[src/rtl/irq_pkg.sv]
// Shared definitions for the interrupt pending controller.
// Assumes: nothing beyond standard SystemVerilog.
package irq_pkg;
    typedef enum logic {
        CFG_MASK = 1'b0,
        CFG_MODE = 1'b1
    } cfg_sel_e;
endpackage

[src/rtl/irq_sync.sv]
// Multi-flop synchronizer for a vector of independent request lines.
// Assumes: each bit is treated alone; no bus coherence across bits.
module irq_sync #(
    parameter int WIDTH  = 8,
    parameter int STAGES = 2
) (
    input  logic             clk,
    input  logic             rst_n,
    input  logic [WIDTH-1:0] d_in,
    output logic [WIDTH-1:0] q_out
);
    logic [WIDTH-1:0] stg [STAGES];

    // shift the raw value through the flop chain
    always_ff @(posedge clk) begin
        if (!rst_n) begin
            for (int s = 0; s < STAGES; s++) stg[s] <= '0;
        end else begin
            stg[0] <= d_in;
            for (int s = 1; s < STAGES; s++) stg[s] <= stg[s-1];
        end
    end

    assign q_out = stg[STAGES-1];
endmodule

[src/rtl/irq_src_latch.sv]
// Per-source edge detector and pending latch.
// Assumes: sync_in is already in the clk domain; ack_hit is pre-decoded.
module irq_src_latch (
    input  logic clk,
    input  logic rst_n,
    input  logic sync_in,
    input  logic edge_mode,
    input  logic ack_hit,
    output logic pend_out
);
    logic prev_q;
    logic rise;

    assign rise = edge_mode && sync_in && !prev_q;

    // remember last synchronized level
    always_ff @(posedge clk) begin
        if (!rst_n) prev_q <= 1'b0;
        else        prev_q <= sync_in;
    end

    // set on rise, clear on ack, set wins
    always_ff @(posedge clk) begin
        if (!rst_n)      pend_out <= 1'b0;
        else if (rise)   pend_out <= 1'b1;
        else if (ack_hit) pend_out <= 1'b0;
    end


    rise_sets_pend_chk: assert property (@(posedge clk) disable iff (!rst_n)
        rise |=> pend_out);


    ack_clears_pend_chk: assert property (@(posedge clk) disable iff (!rst_n)
        (ack_hit && !rise) |=> !pend_out);


    held_no_new_event_chk: assert property (@(posedge clk) disable iff (!rst_n)
        (!pend_out && sync_in && prev_q) |=> !pend_out);
endmodule

[src/rtl/irq_prio_pick.sv]
// Fixed-priority picker: lowest set index wins.
// Assumes: cand may be all zero; idx is then 0.
module irq_prio_pick #(
    parameter int N     = 8,
    parameter int IDX_W = 3
) (
    input  logic [N-1:0]     cand,
    output logic             any,
    output logic [IDX_W-1:0] idx
);
    // scan from the top so the lowest index is taken last
    always_comb begin
        idx = '0;
        for (int i = N - 1; i >= 0; i--) begin
            if (cand[i]) idx = IDX_W'(i);
        end
    end

    assign any = |cand;
endmodule

[src/rtl/irq_pend_ctrl.sv]
// Interrupt pending controller top: sync, per-source latching, masking,
// fixed priority, boundary-gated output register.
// Assumes: boundary and ack come from the core in the clk domain.
module irq_pend_ctrl
    import irq_pkg::*;
#(
    parameter int NUM_SRC          = 8,
    parameter int SYNC_STAGES      = 2,
    parameter bit MASK_ACTIVE_HIGH = 1'b1,
    localparam int IDX_W           = (NUM_SRC > 1) ? $clog2(NUM_SRC) : 1
) (
    input  logic               clk,
    input  logic               rst_n,
    input  logic [NUM_SRC-1:0] irq_raw,
    input  logic               cfg_we,
    input  logic               cfg_sel,
    input  logic [NUM_SRC-1:0] cfg_data,
    input  logic               boundary,
    input  logic               ack_valid,
    input  logic [IDX_W-1:0]   ack_idx,
    output logic               req_out,
    output logic [IDX_W-1:0]   req_idx
);
    localparam logic [NUM_SRC-1:0] MASK_RST = MASK_ACTIVE_HIGH ? '0 : '1;

    logic [NUM_SRC-1:0] sync_lvl;
    logic [NUM_SRC-1:0] mask_q;
    logic [NUM_SRC-1:0] mode_q;
    logic [NUM_SRC-1:0] pend;
    logic [NUM_SRC-1:0] enabled;
    logic [NUM_SRC-1:0] cand;
    logic               pick_any;
    logic [IDX_W-1:0]   pick_idx;
    cfg_sel_e           sel;

    assign sel = cfg_sel_e'(cfg_sel);

    irq_sync #(.WIDTH(NUM_SRC), .STAGES(SYNC_STAGES)) sync_i (
        .clk(clk), .rst_n(rst_n), .d_in(irq_raw), .q_out(sync_lvl)
    );

    // configuration word writes
    always_ff @(posedge clk) begin
        if (!rst_n) begin
            mask_q <= MASK_RST;
            mode_q <= '0;
        end else if (cfg_we) begin
            if (sel == CFG_MASK) mask_q <= cfg_data;
            else                 mode_q <= cfg_data;
        end
    end

    assign enabled = MASK_ACTIVE_HIGH ? mask_q : ~mask_q;

    genvar g;
    generate
        for (g = 0; g < NUM_SRC; g++) begin : g_src
            irq_src_latch latch_i (
                .clk      (clk),
                .rst_n    (rst_n),
                .sync_in  (sync_lvl[g]),
                .edge_mode(mode_q[g]),
                .ack_hit  (ack_valid && (ack_idx == IDX_W'(g))),
                .pend_out (pend[g])
            );
            assign cand[g] = enabled[g] && (mode_q[g] ? pend[g] : sync_lvl[g]);
        end
    endgenerate

    irq_prio_pick #(.N(NUM_SRC), .IDX_W(IDX_W)) pick_i (
        .cand(cand), .any(pick_any), .idx(pick_idx)
    );

    // present the winner only on an instruction boundary
    always_ff @(posedge clk) begin
        if (!rst_n) begin
            req_out <= 1'b0;
            req_idx <= '0;
        end else if (boundary) begin
            req_out <= pick_any;
            req_idx <= pick_idx;
        end
    end


    hold_between_bnd_chk: assert property (@(posedge clk) disable iff (!rst_n)
        !boundary |=> ($stable(req_out) && $stable(req_idx)));


    idle_idx_zero_chk: assert property (@(posedge clk) disable iff (!rst_n)
        !req_out |-> (req_idx == '0));


    presented_enabled_chk: assert property (@(posedge clk) disable iff (!rst_n)
        (boundary && pick_any) |=> (req_out && $past(enabled[pick_idx])));
endmodule

[config.mk]
export PLATFORM = sky130hd
export DESIGN_NAME = irq_pend_ctrl
export DESIGN_NICKNAME = d
export VERILOG_FILES = /design/src/rtl/irq_pkg.sv /design/src/rtl/irq_sync.sv /design/src/rtl/irq_src_latch.sv /design/src/rtl/irq_prio_pick.sv /design/src/rtl/irq_pend_ctrl.sv
export SDC_FILE = /design/constraint.sdc
export NUM_CORES = 1
export LEC_CHECK = 0
export ABC_CLOCK_PERIOD_IN_PS = 1500
export CAP_MARGIN = 20
export CORE_MARGIN = 2
export CORE_UTILIZATION = 37
export DETAILED_ROUTE_END_ITERATION = 8
export HOLD_SLACK_MARGIN = 0.02
export PLACE_DENSITY = 0.63
export SYNTH_ARGS = -nofsm -noshare
export SYNTH_HDL_FRONTEND = slang
export SYNTH_SLANG_ARGS = --single-unit
[constraint.sdc]
create_clock -name clk -period 1.5 [get_ports clk]
set_input_delay 0.3 -clock clk [delete_from_list [all_inputs] [get_ports clk]]
set_output_delay 0.3 -clock clk [all_outputs]
set_load 0.005 [all_outputs]
==> results.md <==
- Status: finished clean
- Reg2reg path depth: 4
- Fin crit period: 1430 ps
- Post-synth cell types: 28
- Fmax: 698 MHz
- Vias per cell: 4.53
- Post-DP HPWL: 2650 um
- Routed wire per std cell: 11.7 um
- Number of global-route vias before repair: 1336
- Final instance area: 2500 um^2
- Clock-pin slew on the worst setup and hold paths: 90 ps
- TritonCTS Buffers: 5
- YS warnings: 0
- Hold path cells: 1
- Core area: 5110 um^2
- Final core occ: 0.490
- Residual DRC: 0
- Synth Area in Compound Gates: 0.132
- Worst endpoint required time: 1200 ps
- Proportion of layout cells with a drive suffix above 1: 0.118
- Vias: 1395
- Die W: 76.7 um
- Post-synthesis simple-gate area fraction: 0.225
- Placed insts: 300
- Synthesized instance count: 200
- Ys async rst share: 0
- Total track usage: 0.133
- Net Switching: 568 uW
- Top delay family on crit path: buffers and inverters
- Multi-input gate area: 876 um^2
- ANT cells: 0
- Synth top area cells: dfxtp_1, and2_1, mux2i_1
- Clock skew: 4.80 ps
- Critical Setup Path Class: register to primary output
- Post-CTS resize count: 0
- Yosys top cell by area: dfxtp_1
- Clock share of power: 0.358
- TritonRoute pass-1 iters: 4
- Sequential Power Share: 0.554
- RSZ-0062 raised after global routing: yes
- Slew margin rel.: 0.773
- Sw Share: 0.216
- Filler Cell Count: 511
- Post-synthesis sequential area ratio: 0.532
- Area growth syn-to-layout: 27.7%
- Pwr dens: 1050 nW/um^2
- Multiplexer area fraction after synthesis: 0.0869
- FP Rows: 26
- Worst Max-Slew Pin Slew: 331 ps
- LEAKAGE: 0.000975 uW
- Critical path endpoint category: primary output
- Post-synth EDFFs: 0
- Slew Viols, Final: 0
- First-pass GRT wire length: 6090 um
- Synth top area share: 0.532
- Xor/xnor cell area share of the yosys netlist: 0
- Ys flop type: dfxtp_1
- Hold Vio Cnt, Final: 0
- WL final: 3610 um
- Worst EP arrival: 1130 ps
- Synthesized cell area: 1960 um^2
- Peak VDD IR: 0.000575 V
- Initial antenna violation count: 0
- Worst Path Buf+Inv: 1
- Count leader, synth: dfxtp_1
- Worst slack, placed: -119 ps
- # IOs: 29
- Root Driver: clkbuf_8
- Clk_lat worst skew: 300 ps
- Register area: 1040 um^2
- Full die area: 5890 um^2
- Worst Setup Slack, final: 67.2 ps
- Yosys reg bits: 52
- Initial Util: 0.383
- Nets: 262
- Startpoint class of the critical path: register
- Worst Path Max Fanout: 2
- CP peak stage delay: 490 ps
- DP Area: 2380 um^2
- Max-cap violations: 0
- Design internal power: 2060 uW
- Comb pwr share: 0.088
- H-Tree Depth: 2
- Adder-Cell Fraction of Synth Area: 0
- TritonCTS clock tree: done
- Fin cells: 308
- Synthesized net count: 225
- Hold_ws: 437 ps
- Final GP Congestion: 0.816
- Initial DRC count: 66
- # clock sinks: 52
- Largest net degree at the start of global routing: 28
- PortBufs: 28
- Hold Crit Class: register to register
- Crit path cell chain: clkdlybuf4s50_1
- Fin crit share: 0.955
- Cts hold-fix bufs: 0
- Post-CTS setup buffer count: 0
- Critical path's slowest cell: clkdlybuf4s50_1
- Final setup violation count: 0
- Global route overflow: 0
- Die Span Y: 76.7 um
- Mean Syn Cell Area: 9.79 um^2
- CTS Buffer Depth: 2
- Most frequent cells after synthesis: dfxtp_1, and2_1, nand2_1
- Antenna Nets Post-Route: 0
- Levels on crit path: 1
- Largest family of logic cells by synthesized area: simple AND/OR/NAND/NOR gates
==> cells in the final DEF, fill, tap and decap left out, types with 2 or more instances in the layout <==
cell type        synthesis  final
dfxtp_1                 52     50
and2_1                  32     32
clkdlybuf4s50_1          0     28
nand2_1                 21     21
o21ai_0                 16     16
mux2i_1                 11     11
nor2b_1                  9      9
nand3_1                  9      9
buf_4                    0      9
a21boi_0                 8      8
nand2b_1                 6      6
clkbuf_8                 0      5
mux2_2                   4      4
inv_1                    4      4
and3_1                   3      3
a21oi_1                  3      3
o31ai_1                  2      2
dfxtp_2                  0      2
==> layout make-up <==
| class | instances | area share |
|---|---|---|
| flip-flops and latches | 52 | 0.417 |
| multi-input cells | 136 | 0.350 |
| repair buffers | 38 | 0.147 |
| well taps | 70 | 0.0350 |
| clock buffers | 5 | 0.0275 |
| clock inverters | 3 | 0.0170 |
| inverters | 4 | 0.00600 |
==> worst paths after layout <==
check / from / slack [ps] / endpoint
worst max-delay path: req_out / 70 / req_out
worst min register to register: sync_i.stg[0][3] / 440 / sync_i.stg[0][11]
worst max register to register: mode_q[0] / 80 / req_out
worst min-delay path: sync_i.stg[0][3] / 440 / sync_i.stg[0][11]
==> power by group through the flow <==
stage          clock [uW]  sequential [uW]  combinational [uW]
2_1_floorplan           0             1480                 112
3_3_place_gp            0             1490                 230
3_5_place_dp            0             1490                 231
4_1_cts               977             1460                 233
5_1_grt              1020             1470                 260
6_report              942             1460                 232
==> sequential cells by signal (all words and copies together), names as in the netlist <==
name and cells:
enabled 8, req_idx 3, g_src.latch_i.prev_q 8, sync_i.stg 16, g_src.latch_i.pend_out 8, req_out 1, mode_q 8
==> cell families (layout without fill, tap and decap cells) <==
group | count (synthesis) | after routing
buffers and inverters | 12 | 50
muxes | 16 | 16
AOI/OAI and AO/OA | 39 | 39
and+or+nand+nor | 81 | 81
DFF | 52 | 52
==> metal layers <==
| layer | routed length, um | GRT usage | vias to the layer above |
|---|---|---|---|
| met4 | 29 | 0.0545 | 0 |
| met3 | 210 | 0.0482 | 2 |
| met2 | 1640 | 0.205 | 30 |
| met1 | 1740 | 0.167 | 617 |
| li1 | - | - | 746 |
| met5 | 0 | 0 | - |
==> through the flow <==
| stage | setup TNS (ps) | power [uW] |
|---|---|---|
| 2_1_floorplan | 0 | 1600 |
| 3_3_place_gp | -180 | 1720 |
| 3_5_place_dp | -171 | 1720 |
| 4_1_cts | 0 | 2670 |
| 5_1_grt | -0.266 | 2750 |
| 6_report | 0 | 2630 |
(Power assumes the default switching activity.)
